## src/rtl/mpc_pkg.sv

```systemverilog
`timescale 1ns/1ps
package mpc_pkg;

    typedef enum logic [3:0] {
        SEL_CTRL   = 4'd0,
        SEL_MAXIDX = 4'd1,
        SEL_BLKCFG = 4'd2,
        SEL_INDEX  = 4'd3,
        SEL_WINDOW = 4'd4,
        SEL_ISTAT  = 4'd5,
        SEL_IEN    = 4'd6,
        SEL_ICLR   = 4'd7,
        SEL_IDENT  = 4'd8
    } reg_sel_e;

    localparam int CB_RESP  = 4;
    localparam int CB_GREQ  = 6;
    localparam int CB_GACK  = 7;
    localparam int CB_AINC  = 8;
    localparam int CB_GRESP = 16;
    localparam int CB_GPRES = 23;
    localparam int CB_LOCK  = 31;

    localparam logic [7:0] VER_PLAIN = 8'h60;
    localparam logic [7:0] VER_GATED = 8'h65;

    typedef struct packed {
        logic resp_err;
        logic gate_req;
        logic gate_err;
        logic auto_inc;
        logic lock;
    } ctrl_t;

    typedef struct packed {
        logic to_mem;
        logic bus_err;
        logic raz;
        logic viol;
    } verdict_t;

    function automatic logic [31:0] ctrl_word(ctrl_t c, logic ack, logic present);
        logic [31:0] w;
        w           = '0;
        w[CB_RESP]  = c.resp_err;
        w[CB_GREQ]  = c.gate_req;
        w[CB_GACK]  = ack;
        w[CB_AINC]  = c.auto_inc;
        w[CB_GRESP] = c.gate_err;
        w[CB_GPRES] = present;
        w[CB_LOCK]  = c.lock;
        return w;
    endfunction

endpackage

```

## src/rtl/mpc_regs.sv

```systemverilog
`timescale 1ns/1ps
module mpc_regs
    import mpc_pkg::*;
#(
    parameter int NWORDS  = 4,
    parameter int BLK_CFG = 3,
    parameter bit GATING  = 1'b1
) (
    input  logic                  clk,
    input  logic                  rst,
    input  logic [3:0]            reg_addr,
    input  logic                  reg_wr,
    input  logic                  reg_rd,
    input  logic [31:0]           reg_wdata,
    output logic [31:0]           reg_rdata,
    input  logic                  viol_i,
    input  logic                  gate_ack_i,
    output ctrl_t                 ctrl_o,
    output logic [NWORDS*32-1:0]  lut_o,
    output logic                  istat_o,
    output logic                  irq_o
);
    localparam int IDX_W  = $clog2(NWORDS) + 2;
    localparam int WSEL_W = $clog2(NWORDS);
    localparam logic [7:0] VERSION = GATING ? VER_GATED : VER_PLAIN;

    reg_sel_e          sel;
    ctrl_t             ctrl_q;
    logic [IDX_W-1:0]  idx_q;
    logic [31:0]       lut_q [NWORDS];
    logic              istat_q, ien_q;
    logic              wr_ok, in_range, win_wr, win_step;
    logic [31:0]       win_word;

    assign sel      = reg_sel_e'(reg_addr);
    assign wr_ok    = reg_wr && !ctrl_q.lock;
    assign in_range = idx_q < IDX_W'(NWORDS);
    assign win_wr   = wr_ok && sel == SEL_WINDOW;
    assign win_step = ctrl_q.auto_inc && sel == SEL_WINDOW && (reg_rd || win_wr);
    assign win_word = in_range ? lut_q[idx_q[WSEL_W-1:0]] : '0;

    always_ff @(posedge clk) begin
        if (rst) begin
            ctrl_q <= '0;
            idx_q  <= '0;
        end else begin
            if (wr_ok && sel == SEL_CTRL) begin
                ctrl_q.resp_err <= reg_wdata[CB_RESP];
                ctrl_q.auto_inc <= reg_wdata[CB_AINC];
                ctrl_q.lock     <= reg_wdata[CB_LOCK];
                if (GATING) begin
                    ctrl_q.gate_req <= reg_wdata[CB_GREQ];
                    ctrl_q.gate_err <= reg_wdata[CB_GRESP];
                end
            end
            if (wr_ok && sel == SEL_INDEX)
                idx_q <= reg_wdata[IDX_W-1:0];
            else if (win_step)
                idx_q <= idx_q + 1'b1;
        end
    end

    always_ff @(posedge clk) begin
        for (int w = 0; w < NWORDS; w++) begin
            if (rst)
                lut_q[w] <= '0;
            else if (win_wr && idx_q == IDX_W'(w))
                lut_q[w] <= reg_wdata;
        end
    end

    always_ff @(posedge clk) begin
        if (rst) begin
            istat_q <= 1'b0;
            ien_q   <= 1'b0;
        end else begin
            if (viol_i)
                istat_q <= 1'b1;
            else if (reg_wr && sel == SEL_ICLR && reg_wdata[0])
                istat_q <= 1'b0;
            if (reg_wr && sel == SEL_IEN)
                ien_q <= reg_wdata[0];
        end
    end

    for (genvar g = 0; g < NWORDS; g++) begin : g_flat
        assign lut_o[g*32 +: 32] = lut_q[g];
    end

    always_comb begin
        unique case (sel)
            SEL_CTRL:   reg_rdata = ctrl_word(ctrl_q, gate_ack_i, GATING);
            SEL_MAXIDX: reg_rdata = 32'(NWORDS - 1);
            SEL_BLKCFG: reg_rdata = 32'(BLK_CFG);
            SEL_INDEX:  reg_rdata = 32'(idx_q);
            SEL_WINDOW: reg_rdata = win_word;
            SEL_ISTAT:  reg_rdata = {31'd0, istat_q};
            SEL_IEN:    reg_rdata = {31'd0, ien_q};
            SEL_IDENT:  reg_rdata = {24'd0, VERSION};
            default:    reg_rdata = '0;
        endcase
    end

    assign ctrl_o  = ctrl_q;
    assign istat_o = istat_q;
    assign irq_o   = istat_q && ien_q;
endmodule

```

## src/rtl/mpc_access.sv

```systemverilog
`timescale 1ns/1ps
module mpc_access
    import mpc_pkg::*;
#(
    parameter int NWORDS  = 4,
    parameter int BLK_CFG = 3,
    parameter int ADDR_W  = 15
) (
    input  logic                  clk,
    input  logic                  rst,
    input  ctrl_t                 ctrl_i,
    input  logic [NWORDS*32-1:0]  lut_i,
    input  logic                  xfer_valid,
    input  logic [ADDR_W-1:0]     xfer_addr,
    input  logic                  xfer_nonsec,
    output logic                  xfer_ready,
    output logic                  mem_req,
    output logic                  rsp_valid,
    output logic                  rsp_err,
    output logic                  rsp_zero,
    output logic                  viol_o,
    output logic                  gate_ack_o,
    output logic                  inflight_o
);
    localparam int BLK_W = $clog2(NWORDS * 32);

    logic [BLK_W-1:0] blk;
    logic             blk_ns, accept, gated;
    verdict_t         v;
    logic             rsp_valid_q, rsp_err_q, rsp_zero_q, inflight_q, ack_q;

    assign blk        = xfer_addr[ADDR_W-1 -: BLK_W];
    assign blk_ns     = lut_i[blk];
    assign gated      = ctrl_i.gate_req;
    assign xfer_ready = !(gated && !ctrl_i.gate_err);
    assign accept     = xfer_valid && xfer_ready;

    always_comb begin
        v = '0;
        if (gated)
            v.bus_err = 1'b1;
        else if (xfer_nonsec && !blk_ns) begin
            v.viol    = 1'b1;
            v.bus_err = ctrl_i.resp_err;
            v.raz     = !ctrl_i.resp_err;
        end else
            v.to_mem = 1'b1;
    end

    assign mem_req = accept && v.to_mem;
    assign viol_o  = accept && v.viol;

    always_ff @(posedge clk) begin
        if (rst) begin
            rsp_valid_q <= 1'b0;
            rsp_err_q   <= 1'b0;
            rsp_zero_q  <= 1'b0;
            inflight_q  <= 1'b0;
            ack_q       <= 1'b0;
        end else begin
            rsp_valid_q <= accept;
            rsp_err_q   <= accept && v.bus_err;
            rsp_zero_q  <= accept && v.raz;
            inflight_q  <= mem_req;
            ack_q       <= gated && !inflight_q;
        end
    end

    assign rsp_valid  = rsp_valid_q;
    assign rsp_err    = rsp_err_q;
    assign rsp_zero   = rsp_zero_q;
    assign inflight_o = inflight_q;
    assign gate_ack_o = ack_q;
endmodule

```

## src/rtl/mpc_filter.sv

```systemverilog
`timescale 1ns/1ps
module mpc_filter
    import mpc_pkg::*;
#(
    parameter int NWORDS  = 4,
    parameter int BLK_CFG = 3,
    parameter bit GATING  = 1'b1,
    localparam int ADDR_W = $clog2(NWORDS * 32) + BLK_CFG + 5
) (
    input  logic              clk,
    input  logic              rst,
    input  logic [3:0]        reg_addr,
    input  logic              reg_wr,
    input  logic              reg_rd,
    input  logic [31:0]       reg_wdata,
    output logic [31:0]       reg_rdata,
    input  logic              xfer_valid,
    input  logic [ADDR_W-1:0] xfer_addr,
    input  logic              xfer_nonsec,
    output logic              xfer_ready,
    output logic              mem_req,
    output logic              rsp_valid,
    output logic              rsp_err,
    output logic              rsp_zero,
    output logic              irq
);
    ctrl_t                ctrl;
    logic [NWORDS*32-1:0] lut;
    logic                 viol, gate_ack, inflight, istat;
    logic                 lock_w, gate_req_w;

    mpc_regs #(.NWORDS(NWORDS), .BLK_CFG(BLK_CFG), .GATING(GATING)) u_regs (
        .clk(clk), .rst(rst),
        .reg_addr(reg_addr), .reg_wr(reg_wr), .reg_rd(reg_rd),
        .reg_wdata(reg_wdata), .reg_rdata(reg_rdata),
        .viol_i(viol), .gate_ack_i(gate_ack),
        .ctrl_o(ctrl), .lut_o(lut), .istat_o(istat), .irq_o(irq)
    );

    mpc_access #(.NWORDS(NWORDS), .BLK_CFG(BLK_CFG), .ADDR_W(ADDR_W)) u_access (
        .clk(clk), .rst(rst),
        .ctrl_i(ctrl), .lut_i(lut),
        .xfer_valid(xfer_valid), .xfer_addr(xfer_addr), .xfer_nonsec(xfer_nonsec),
        .xfer_ready(xfer_ready), .mem_req(mem_req),
        .rsp_valid(rsp_valid), .rsp_err(rsp_err), .rsp_zero(rsp_zero),
        .viol_o(viol), .gate_ack_o(gate_ack), .inflight_o(inflight)
    );

    assign lock_w     = ctrl.lock;
    assign gate_req_w = ctrl.gate_req;
endmodule

```

## config.mk

```make
export PLATFORM = sky130hd
export DESIGN_NAME = mpc_filter
export DESIGN_NICKNAME = d
export VERILOG_FILES = /design/src/rtl/mpc_pkg.sv /design/src/rtl/mpc_regs.sv /design/src/rtl/mpc_access.sv /design/src/rtl/mpc_filter.sv
export SDC_FILE = /design/constraint.sdc
export NUM_CORES = 1
export LEC_CHECK = 0
export CAP_MARGIN = 20
export CORE_ASPECT_RATIO = 0.9
export CORE_MARGIN = 4
export CORE_UTILIZATION = 33
export CTS_CLUSTER_SIZE = 16
export DETAILED_ROUTE_END_ITERATION = 10
export DONT_BUFFER_PORTS = 1
export PLACE_DENSITY = 0.51
export SYNTH_ARGS = -nofsm -noshare
export SYNTH_HDL_FRONTEND = slang
export SYNTH_SLANG_ARGS = --single-unit
```

## constraint.sdc

```tcl
create_clock -name clk -period 7.22 [get_ports clk]
set_input_delay 0.722 -clock clk [delete_from_list [all_inputs] [get_ports clk]]
set_output_delay 0.722 -clock clk [all_outputs]
set_load 0.1 [all_outputs]
```

==> results.md, run 1 <==
| Stage | Parameter | Reported |
|---|---|---|
| detailed routing | Iteration count of the initial detailed-routing pass | 5 |
| clocking | Buffer count from post-CTS setup fixing | 0 |
| timing | Fmax | 0.277 GHz |
| floorplanning | Die span in x | 170 um |
| timing | Portion of the clock cycle consumed by the worst path in the final layout | 50.0% |
| detailed routing | Wire length per cell | 25.2 um |
| setup path | Critical Path AT | 2.89 ns |
| min path | Worst min-delay path category | input port to register |
| setup path | Series of cell instances along the critical path | mux4_1 > mux4_2 > nor3b_1 > a31oi_1 > and3_2 > nor3_2 > clkbuf_16 |
| timing | Worst clock skew on the final layout | 0.00803 ns |
| cells and area | Max FFs per register | 128 |
| pwr | Standby leakage power | 3.16 nW |
| clocking | Root Buffer | sky130_fd_sc_hd__clkbuf_16 |
| placement | Number of I/O port buffers | 0 |
| pwr | Pwr Density | 230 mW/mm2 |
| timing | Accumulated negative setup slack | 0 ns |
| cells and area | Largest register by flop count | u_regs.lut_q |
| floorplanning | Core Box Area | 0.0233 mm2 |
| global route | Overflow left after global routing | 0 |
| clocking | # clock sinks | 146 |
| clocking | Clock latency reported for the late side of the worst-skew pair | 0.41 ns |
| pwr | Switching share of power | 23.3% |
| global route | Number of antenna violations at the first check in global routing | 0 |
| floorplanning | Floorplan row count | 53 |
| cells and area | Proportion of layout cells with a drive suffix above 1 | 17.9% |
| cells and area | Number of diodes | 0 |
| clocking | CTS Buf Count | 17 |
| pwr | Internal cell power | 0.00155 W |
| placement | Global placement routability congestion | 0.849 |
| setup path | Stage delay of the slowest cell on the critical path | 0.58 ns |
| pwr | Proportion of power drawn by the clock network | 44.3% |
| global route | First-pass GRT wire length | 32800 um |
| detailed routing | Via count | 4842 |
| setup path | Crit path required time | 6.50 ns |
| detailed routing | Detailed-route vias per instance | 5.52 |
| timing | RSZ-0062 raised after global routing | false |
| synth | Net count of the mapped netlist | 631 |
| synth | Cell types with the largest area share after synthesis | sky130_fd_sc_hd__edfxtp_1 (49%), sky130_fd_sc_hd__mux4_2 (14%), sky130_fd_sc_hd__and2_1 (12%), sky130_fd_sc_hd__dfxtp_1 (4.6%), sky130_fd_sc_hd__mux4_1 (3.4%) |
| detailed routing | Iter 0 DRT Violations | 490 |
| global route | Total GRT Usage | 16.9% |
| clocking | TritonCTS clock tree | done |
| setup path | Top fanout value on the critical path | 3 |
| pwr | Sequential Power Share | 47.8% |
| clocking | Cts-stage hold buffer count | 0 |
| clocking | H-tree depth reported by CTS | 4 |
| detailed routing | Post-route DRC violation count | 0 |
| setup path | Critical-path top delay cell | sky130_fd_sc_hd__mux4_1 |
| pwr | Worst vdd rail ir drop | 114 uV |
| cells and area | Layout net count | 624 |
| synth | Portion of the post-synthesis area used by sequential elements | 53.7% |
| floorplanning | Floorplan die area | 0.0262 mm2 |
| cells and area | Synth-to-layout area growth | 12.3% |
| synth | Top_reg_cell synth | sky130_fd_sc_hd__edfxtp_1 |
| cells and area | Number of cells in the finished layout apart from fillers | 877 |
| synth | Per-instance average area after synthesis | 13.7 um2 |
| setup path | Worst Path Buf+Inv | 1 |
| setup path | Kind of launch point of the worst setup path | register |
| placement | Placed Cells incl. Taps | 846 |
| outcome | Status | finished, final reports clean |
| global route | Number of global-route vias before repair | 4968 |
| timing | Number of slew-limit violations in the final report | 0 |
| synth | Warning count from the yosys run | 0 |
| timing | Total setup violations reported at the end of the flow | 0 |
| clocking | Clock transition time at the flip-flop clock pins of the worst setup and hold paths | 0.06 ns |
| global route | Pin count of the biggest net entering global routing | 43 |
| timing | Final-report hold violation count | 0 |
| detailed routing | Routed WL | 22100 um |
| placement | Final HPWL DP | 14300 um |
| timing | Headroom to the max-slew limit | 27.2% |
| setup path | Type of destination of the critical path | output port |
| timing | Period minus WS final | 3.61 ns |
| detailed routing | Antenna Nets Post-Route | 0 |
| synth | Number of standard cells after synthesis | 570 |
| synth | Post-Syn Area | 0.00783 mm2 |
| synth | FFs w/ async S/R, synth | 0% |
| synth | Netlist cell types | 49 |
| clocking | Maximum count of clock buffers along a single path | 2 |
| pwr | Power dissipated by switching net loads | 0.000471 W |
| timing | Worst-case hold slack | 0.373 ns |
| floorplanning | Count of pins on the block boundary | 95 |
| clocking | Post-CTS resize count | 0 |
| cells and area | Filler cell count in the final layout | 2228 |
| run | Max-Cap Viols | 0 |
| floorplanning | Vertical die dimension | 154 um |
| synth | Cell taking the most area after synthesis | sky130_fd_sc_hd__edfxtp_1 |
| pwr | Combinational fraction of design power | 7.9% |
| synth | EDFF count, synth | 128 |
| synth | Proportion of netlist area held by the largest area contributor | 49.1% |
| floorplanning | Initial cell density of the core | 33.5% |
| synth | FF+latch count, synth | 146 |
| setup path | Critical path start-end classification | register to output port |
| timing | Slew at the pin with the worst max-slew slack | 1.09 ns |
| setup path | CP top delay family | multiplexers |
==> cell usage in the layout, fill, tap and decap left out, types with 4 or more instances in the layout <==
master,instances
sky130_fd_sc_hd__a21oi_1,13
sky130_fd_sc_hd__clkbuf_16,18
sky130_fd_sc_hd__edfxtp_1,128
sky130_fd_sc_hd__buf_4,12
sky130_fd_sc_hd__nand3_1,9
sky130_fd_sc_hd__mux4_1,10
sky130_fd_sc_hd__ha_1,4
sky130_fd_sc_hd__nand2_1,24
sky130_fd_sc_hd__o21ai_0,4
sky130_fd_sc_hd__mux2i_1,25
sky130_fd_sc_hd__nor3_1,4
sky130_fd_sc_hd__a22o_1,8
sky130_fd_sc_hd__nor2_1,13
sky130_fd_sc_hd__mux4_2,47
sky130_fd_sc_hd__and2_1,154
sky130_fd_sc_hd__inv_1,8
sky130_fd_sc_hd__dfxtp_1,17
sky130_fd_sc_hd__nor2b_1,6
sky130_fd_sc_hd__and3_1,4
sky130_fd_sc_hd__a22oi_1,6
sky130_fd_sc_hd__a31oi_1,5
==> cells by family (layout without fill, tap and decap cells) <==
family,after synthesis,count (layout),synth area share [%]
AO/OA/AOI/OAI,57,57,5.13
flip-flops,146,146,53.7
multiplexers,84,84,20.4
XOR/XNOR,1,1,0.112
buffers and inverters,48,53,2.89
adder cells (fa/ha/maj),4,4,0.640
AND/OR/NAND/NOR,230,230,17.1
==> metrics by stage <==
stage                     power (W)  setup slack [ns]  cell area [um2]  util (%)
after CTS                   0.00204              3.62             8790      37.6
final                       0.00202              3.61             8790      37.6
after global routing        0.00209              3.55             8790      37.6
after detailed placement    0.00114              3.71             8200      35.1
after floorplan             0.00111              2.22             7830         -
after global placement      0.00114              3.70             8200      35.1
==> power groups by stage <==
| stage | registers, W | logic (W) | clock network [W] |
|---|---|---|---|
| 6_report | 0.000966 | 0.000159 | 0.000895 |
| 4_1_cts | 0.000966 | 0.000161 | 0.000910 |
| 3_3_place_gp | 0.000983 | 0.000160 | 0 |
| 5_1_grt | 0.000969 | 0.000168 | 0.000948 |
| 3_5_place_dp | 0.000984 | 0.000160 | 0 |
| 2_1_floorplan | 0.000977 | 0.000133 | 0 |
==> cell type report <==
type / instances / area [um2] / area share [%]
inverter: 8 / 30.0 / 0.342
clock inverter: 13 / 161 / 1.84
sequential: 146 / 4210 / 47.9
timing repair buffer: 14 / 143 / 1.62
multi-input combinational: 376 / 3440 / 39.2
tap: 302 / 378 / 4.30
clock buffer: 18 / 429 / 4.88
==> final timing paths <==
path	start	endpoint	slack (ns)	cells after the start
worst max register to register	u_regs.lut_q[0][2]	u_regs.istat_o	4.81	6
worst max-delay path	u_regs.lut_q[0][2]	mem_req	3.61	7
worst min-delay path	rst	u_regs.ien_q	0.37	1
worst min register to register	u_access.inflight_o	u_access.gate_ack_o	0.40	1
==> per-layer routing <==
layer / wire length (um) / track usage [%] / vias to the layer above
li1: - / - / 2150
met1: 9650 / 23.5 / 2488
met2: 10200 / 26.2 / 186
met3: 2040 / 5.50 / 18
met4: 185 / 3.46 / 0
met5: 0 / 0 / -
==> Yosys cell counts (2+ instances only) <==
| cell | count |
|---|---|
| sky130_fd_sc_hd__mux2i_1 | 25 |
| sky130_fd_sc_hd__edfxtp_1 | 128 |
| sky130_fd_sc_hd__a22o_1 | 8 |
| sky130_fd_sc_hd__clkbuf_1 | 26 |
| sky130_fd_sc_hd__ha_1 | 4 |
| sky130_fd_sc_hd__buf_1 | 5 |
| sky130_fd_sc_hd__buf_6 | 2 |
| sky130_fd_sc_hd__a31o_2 | 2 |
| sky130_fd_sc_hd__nor3_1 | 6 |
| sky130_fd_sc_hd__a41oi_1 | 2 |
| sky130_fd_sc_hd__o2111ai_1 | 3 |
| sky130_fd_sc_hd__nand2_1 | 24 |
| sky130_fd_sc_hd__dfxtp_1 | 18 |
| sky130_fd_sc_hd__a21oi_1 | 13 |
| sky130_fd_sc_hd__nor4_1 | 3 |
| sky130_fd_sc_hd__nand2b_1 | 3 |
| sky130_fd_sc_hd__mux4_1 | 10 |
| sky130_fd_sc_hd__nor3b_1 | 2 |
| sky130_fd_sc_hd__nand3_1 | 9 |
| sky130_fd_sc_hd__buf_2 | 3 |
| sky130_fd_sc_hd__and2_1 | 154 |
| sky130_fd_sc_hd__o21ai_0 | 6 |
| sky130_fd_sc_hd__nor2_1 | 13 |
| sky130_fd_sc_hd__nor2b_1 | 6 |
| sky130_fd_sc_hd__and3_1 | 4 |
| sky130_fd_sc_hd__buf_4 | 3 |
| sky130_fd_sc_hd__a22oi_1 | 6 |
| sky130_fd_sc_hd__mux4_2 | 47 |
| sky130_fd_sc_hd__mux2_2 | 2 |
| sky130_fd_sc_hd__inv_1 | 8 |
| sky130_fd_sc_hd__a211oi_1 | 2 |
| sky130_fd_sc_hd__a21o_1 | 2 |
| sky130_fd_sc_hd__a31oi_1 | 5 |
==> worst reg2reg max path: stages (launching register included) <==
cell and delay [ns]:
sky130_fd_sc_hd__edfxtp_1 0.41, sky130_fd_sc_hd__mux4_1 0.58, sky130_fd_sc_hd__mux4_2 0.48, sky130_fd_sc_hd__nor3b_1 0.15
sky130_fd_sc_hd__a31oi_1 0.31, sky130_fd_sc_hd__nand3_1 0.18, sky130_fd_sc_hd__o31ai_1 0.24
No activity file was read; power rests on OpenSTA's default activity.
==> run 2, diff against run 1 <==
Settings changed: PLACE_DENSITY 0.51 to 0.52.
Clock period 7.22 ns to 3.1 ns, I/O delays scaled along.
==> results.md, run 2 (synthesis results as in run 1) <==
| Stage | Parameter | Reported |
|---|---|---|
| outcome | Status | finished, final reports clean |
| clocking | Clock transition time at the flip-flop clock pins of the worst setup and hold paths | 0.07 ns |
| placement | Final HPWL DP | 14900 um |
| global route | Number of global-route vias before repair | 5148 |
| timing | Final-report hold violation count | 0 |
| clocking | CTS Buf Count | 17 |
| setup path | Critical path start-end classification | register to output port |
| global route | Total GRT Usage | 17.0% |
| min path | Worst min-delay path category | input port to register |
| cells and area | Most common cell after layout, fill and taps aside | sky130_fd_sc_hd__and2_1 |
| global route | Overflow left after global routing | 0 |
| cells and area | Max FFs per register | 128 |
| setup path | Top fanout value on the critical path | 3 |
| detailed routing | Met3 wire length | 1650 um |
| cells and area | Post-route cell area | 0.00910 mm2 |
| clocking | # clock sinks | 146 |
| clocking | Root Buffer | sky130_fd_sc_hd__clkbuf_16 |
| setup path | CP top delay family | multiplexers |
| floorplanning | Vertical die dimension | 154 um |
| cells and area | Commonest cells after routing, fill and taps aside | sky130_fd_sc_hd__and2_1 (154), sky130_fd_sc_hd__edfxtp_1 (128), sky130_fd_sc_hd__mux4_2 (50) |
| setup path | Kind of launch point of the worst setup path | register |
| clocking | TritonCTS clock tree | done |
| detailed routing | Iteration count of the initial detailed-routing pass | 5 |
| pwr | Worst vdd rail ir drop | 298 uV |
| clocking | Maximum count of clock buffers along a single path | 2 |
| setup path | Register-to-register path setup slack | 0.70 ns |
| global route | Number of antenna violations at the first check in global routing | 1 |
| placement | Number of I/O port buffers | 0 |
| floorplanning | Floorplan die area | 0.0262 mm2 |
| detailed routing | Detailed-route vias per instance | 5.46 |
| setup path | Type of destination of the critical path | output port |
| setup path | Worst Path Buf+Inv | 2 |
| pwr | Pwr Density | 511 mW/mm2 |
| placement | Placed Area | 0.00849 mm2 |
| cells and area | Largest register by flop count | u_regs.lut_q |
| timing | Portion of the clock cycle consumed by the worst path in the final layout | 97.8% |
| cells and area | Number of cells in the finished layout apart from fillers | 916 |
| timing | Period minus WS final | 3.03 ns |
| detailed routing | Routed WL | 22000 um |
| setup path | Dominant cell type by count on the critical path | sky130_fd_sc_hd__mux4_2 |
| detailed routing | Sum of met2 wire segment lengths after detailed routing | 10300 um |
| detailed routing | Iter 0 DRT Violations | 534 |
| cells and area | Layout net count | 662 |
| timing | Fmax | 0.330 GHz |
| detailed routing | Top routing layer used | met4 |
| setup path | Critical Path AT | 2.72 ns |
| floorplanning | Floorplan row count | 53 |
| cells and area | Number of diodes | 0 |
| timing | Total setup violations reported at the end of the flow | 0 |
| timing | Headroom to the max-slew limit | 27.2% |
| pwr | Standby leakage power | 3.35 nW |
| floorplanning | Core Box Area | 0.0233 mm2 |
| placement | Placed Cells incl. Taps | 880 |
| global route | Pin count of the biggest net entering global routing | 43 |
| setup path | Critical-path top delay cell | sky130_fd_sc_hd__mux4_2 |
| timing | Worst-case hold slack | 0.0259 ns |
| placement | Worst slack, placed | 0.385 ns |
| floorplanning | Initial cell density of the core | 33.5% |
| clocking | H-tree depth reported by CTS | 4 |
| detailed routing | Via count | 4997 |
| setup path | Series of cell instances along the critical path | mux4_2 > mux4_2 > nor3b_1 > a31oi_1 > buf_4 > and3_4 > nor3_4 > buf_12 |
| placement | Global placement routability congestion | 0.862 |
| detailed routing | Antenna Nets Post-Route | 0 |
| clocking | Clock latency reported for the late side of the worst-skew pair | 0.42 ns |
| setup path | Stage delay of the slowest cell on the critical path | 0.52 ns |
| timing | RSZ-0062 raised after global routing | true |
| timing | Slew at the pin with the worst max-slew slack | 1.09 ns |
| cells and area | Proportion of layout cells with a drive suffix above 1 | 23.9% |
| cells and area | Synth-to-layout area growth | 16.3% |
| floorplanning | Count of pins on the block boundary | 95 |
| timing | Accumulated negative setup slack | 0 ns |
| timing | Number of slew-limit violations in the final report | 0 |
| timing | Worst clock skew on the final layout | 0.00692 ns |
| run | Max-Cap Viols | 0 |
| detailed routing | Post-route DRC violation count | 0 |
| global route | First-pass GRT wire length | 33300 um |
| detailed routing | Met1 wire length | 9840 um |
| setup path | Crit path required time | 2.79 ns |
| detailed routing | Wire length per cell | 24.1 um |
| floorplanning | Die span in x | 170 um |
| timing | Final worst setup slack | 0.0688 ns |
run 2: worst paths after layout:
kind,cells after the start,end,start
setup / recovery,8,mem_req,u_regs.lut_q[0][11]
hold / removal,2,u_regs.ctrl_o[3],reg_wdata[6]
setup reg to reg,8,u_regs.istat_o,u_regs.lut_q[0][11]
hold reg to reg,1,u_access.gate_ack_o,u_access.inflight_o
run 2: timing repair:
action | CTS | global route
pin swaps | 1 | 0
endpoints found under the hold margin | 13 | 0
gates resized for setup | 4 | 4
hold buffers | 1 | 0
buffers inserted | 1 | 2
setup endpoints to repair | 1 | 1
run 2: area by class of cell:
type,instances,area [um2]
flip-flops and latches,146,4210
clock inverters,15,146
fillers,2191,14200
inverters,8,30.0
well taps,302,378
multi-input cells,376,3460
clock buffers,17,425
repair buffers,52,463
run 2: metrics by stage:
step / utilization [%] / total power (W)
after floorplan: - / 0.00259
after global placement: 36.3 / 0.00267
after detailed placement: 36.4 / 0.00268
after CTS: 38.9 / 0.00468
after global routing: 39.0 / 0.00481
final: 39.0 / 0.00465
run 2: where the power goes:
group	internal [W]	switching, W	total, W
combinational	0.000168	0.000232	0.000399
sequential	0.00220	0.0000509	0.00225
clock	0.00113	0.000877	0.00200
total	0.00349	0.00116	0.00465
run 2: per-layer routing:
layer | track usage [%] | up-vias
met1 | 24.4 | 2571
li1 | - | 2222
met4 | 3.69 | 0
met3 | 4.47 | 19
met2 | 26.2 | 185
met5 | 0 | -
==> run 3, diff against run 2 <==
Settings changed: MAX_ROUTING_LAYER set to met4.
==> results.md, run 3 (synthesis results as in run 1) <==
| Stage | Parameter | Reported |
|---|---|---|
| placement | Global placement routability congestion | 0.876 |
| clocking | Clock latency reported for the late side of the worst-skew pair | 0.42 ns |
| min path | Hold wc startpoint | reg_wdata[6] |
| cells and area | Proportion of layout cells with a drive suffix above 1 | 23.9% |
| detailed routing | Detailed-route vias per instance | 5.47 |
| cells and area | Synth-to-layout area growth | 16.3% |
| global route | Overflow left after global routing | 0 |
| pwr | Proportion of power drawn by the clock network | 43.1% |
| global route | Number of global-route vias before repair | 5130 |
| global route | First-pass GRT wire length | 33300 um |
| min path | Count of cells along the worst hold path | 2 |
| setup path | Top fanout value on the critical path | 3 |
| setup path | CP top delay family | multiplexers |
| timing | Headroom to the max-slew limit | 27.3% |
| detailed routing | Iter 0 DRT Violations | 547 |
| timing | Accumulated negative setup slack | 0 ns |
| floorplanning | Vertical die dimension | 154 um |
| clocking | Maximum count of clock buffers along a single path | 2 |
| run | Max-Cap Viols | 0 |
| outcome | Status | finished, final reports clean |
| detailed routing | Post-route DRC violation count | 0 |
| detailed routing | Antenna Nets Post-Route | 0 |
| floorplanning | Core Box Area | 0.0233 mm2 |
| timing | Slew at the pin with the worst max-slew slack | 1.09 ns |
| clocking | # clock sinks | 146 |
| detailed routing | Routed WL | 22200 um |
| placement | Final HPWL DP | 14900 um |
| detailed routing | Via count | 5012 |
| pwr | Internal cell power | 0.00349 W |
| setup path | Register-to-register path setup slack | 0.70 ns |
| timing | Final-report hold violation count | 0 |
| setup path | Register-to-Register Path Depth | 8 |
| cells and area | Largest register by flop count | u_regs.lut_q |
| pwr | Switching share of power | 25.0% |
| timing | Total setup violations reported at the end of the flow | 0 |
| setup path | Critical register-to-register path startpoint | u_regs.lut_q[0][11] |
| setup path | Critical Path AT | 2.72 ns |
| timing | Number of slew-limit violations in the final report | 0 |
| cells and area | Number of cells in the finished layout apart from fillers | 916 |
| setup path | Number of gates on the worst path with buffers counted | 7 |
| setup path | Series of cell instances along the critical path | mux4_1 > mux4_2 > o22a_1 > nand3_1 > and3_4 > nor3_4 > buf_12 |
| cells and area | Most common cell after layout, fill and taps aside | sky130_fd_sc_hd__and2_1 |
| floorplanning | Floorplan die area | 0.0262 mm2 |
| global route | Total GRT Usage | 17.6% |
| setup path | Worst Path Buf+Inv | 1 |
| clocking | TritonCTS clock tree | done |
| setup path | Kind of launch point of the worst setup path | register |
| pwr | Pwr Density | 512 mW/mm2 |
| timing | Portion of the clock cycle consumed by the worst path in the final layout | 97.8% |
| timing | Fmax | 0.330 GHz |
| setup path | Crit path required time | 2.79 ns |
| clocking | CTS Buf Count | 17 |
| timing | Period minus WS final | 3.03 ns |
| min path | Worst min-delay path category | input port to register |
| placement | Placed Cells incl. Taps | 880 |
| timing | Worst clock skew on the final layout | 0.00634 ns |
| cells and area | Number of diodes | 0 |
| floorplanning | Floorplan row count | 53 |
| setup path | Type of destination of the critical path | output port |
| pwr | Standby leakage power | 3.35 nW |
| clocking | Clock transition time at the flip-flop clock pins of the worst setup and hold paths | 0.06 ns |
| timing | RSZ-0062 raised after global routing | true |
| global route | Number of antenna violations at the first check in global routing | 1 |
| setup path | Stage delay of the slowest cell on the critical path | 0.56 ns |
| setup path | Timing startpoint of the critical path | u_regs.lut_q[2][3] |
| pwr | Sequential Power Share | 48.3% |
| cells and area | Commonest cells after routing, fill and taps aside | sky130_fd_sc_hd__and2_1 (154), sky130_fd_sc_hd__edfxtp_1 (128), sky130_fd_sc_hd__mux4_2 (50) |
| setup path | Critical-path top delay cell | sky130_fd_sc_hd__mux4_1 |
| cells and area | Max FFs per register | 128 |
| clocking | H-tree depth reported by CTS | 4 |
| detailed routing | Wire length per cell | 24.2 um |
| floorplanning | Initial cell density of the core | 33.5% |
| pwr | Power dissipated by switching net loads | 0.00116 W |
| global route | Pin count of the biggest net entering global routing | 43 |
| floorplanning | Die span in x | 170 um |
| floorplanning | Count of pins on the block boundary | 95 |
| min path | Worst-case hold path end point | u_regs.ctrl_o[3] |
| cells and area | Filler cell count in the final layout | 2191 |
| setup path | Critical path start-end classification | register to output port |
| setup path | Destination of the worst register-to-register timing path | u_regs.istat_o |
| placement | Number of I/O port buffers | 0 |
| detailed routing | Iteration count of the initial detailed-routing pass | 4 |
| clocking | Root Buffer | sky130_fd_sc_hd__clkbuf_16 |
| pwr | Combinational fraction of design power | 8.6% |
| cells and area | Layout net count | 662 |
| pwr | Worst vdd rail ir drop | 299 uV |
## run 3: cell counts in the layout (fill, tap and decap cells not counted)
Identical to the previous run, type by type.
## run 3: worst register-to-register path, stage by stage (launching register included)
cell	delay, ns
sky130_fd_sc_hd__edfxtp_1	0.40
sky130_fd_sc_hd__mux4_2	0.52
sky130_fd_sc_hd__mux4_2	0.47
sky130_fd_sc_hd__nor3b_1	0.16
sky130_fd_sc_hd__a31oi_1	0.16
sky130_fd_sc_hd__buf_4	0.16
sky130_fd_sc_hd__buf_4	0.11
sky130_fd_sc_hd__nand3_1	0.08
sky130_fd_sc_hd__o31ai_1	0.27
## run 3: cell type report
cell class	instances	area, um2	area share, %
Sequential cell	146	4210	46.2
Multi-Input combinational cell	376	3460	38.0
Timing Repair Buffer	52	463	5.09
Clock buffer	17	425	4.67
Tap cell	302	378	4.15
Clock inverter	15	146	1.61
Inverter	8	30.0	0.330
## run 3: how the worst max path moves through the flow
stage / end / slack (ns)
2_1_floorplan: mem_req / 0.26
3_3_place_gp: mem_req / 0.40
3_5_place_dp: mem_req / 0.38
4_1_cts: mem_req / 0.02
5_1_grt: mem_req / -0.01
6_report: mem_req / 0.07
## run 3: what timing repair did
action,in CTS,in global routing
buffers inserted,1,2
endpoints found under the setup margin,1,1
hold buffers,1,0
hold endpoints to repair,13,0
resized for setup,4,4
pin swaps,1,0
## run 3: metrics by stage
step	cell area [um2]	hold slack [ns]	setup slack (ns)	total power, W	utilization (%)
final	9100	0.0277	0.0692	0.00466	39.0
after detailed placement	8490	0.385	0.385	0.00268	36.4
after CTS	9080	0.0167	0.0174	0.00468	38.9
after global placement	8470	0.383	0.400	0.00267	36.3
after global routing	9100	0.0296	-0.0128	0.00481	39.0
after floorplan	7850	0.372	0.260	0.00259	-
## run 3: power by group through the flow
stage	registers, W	logic [W]	clock network (W)
6_report	0.00225	0.000400	0.00201
3_5_place_dp	0.00229	0.000386	0
5_1_grt	0.00226	0.000421	0.00213
2_1_floorplan	0.00227	0.000313	0
4_1_cts	0.00225	0.000395	0.00203
3_3_place_gp	0.00229	0.000383	0
## run 3: layer usage
metal / vias up / part of all wire, % / track usage (%)
met1: 2579 / 45 / 24.5
met5: - / 0 / -
met3: 22 / 7.7 / 4.42
met2: 194 / 46 / 26.2
met4: 0 / 1.1 / 3.69
li1: 2217 / - / -
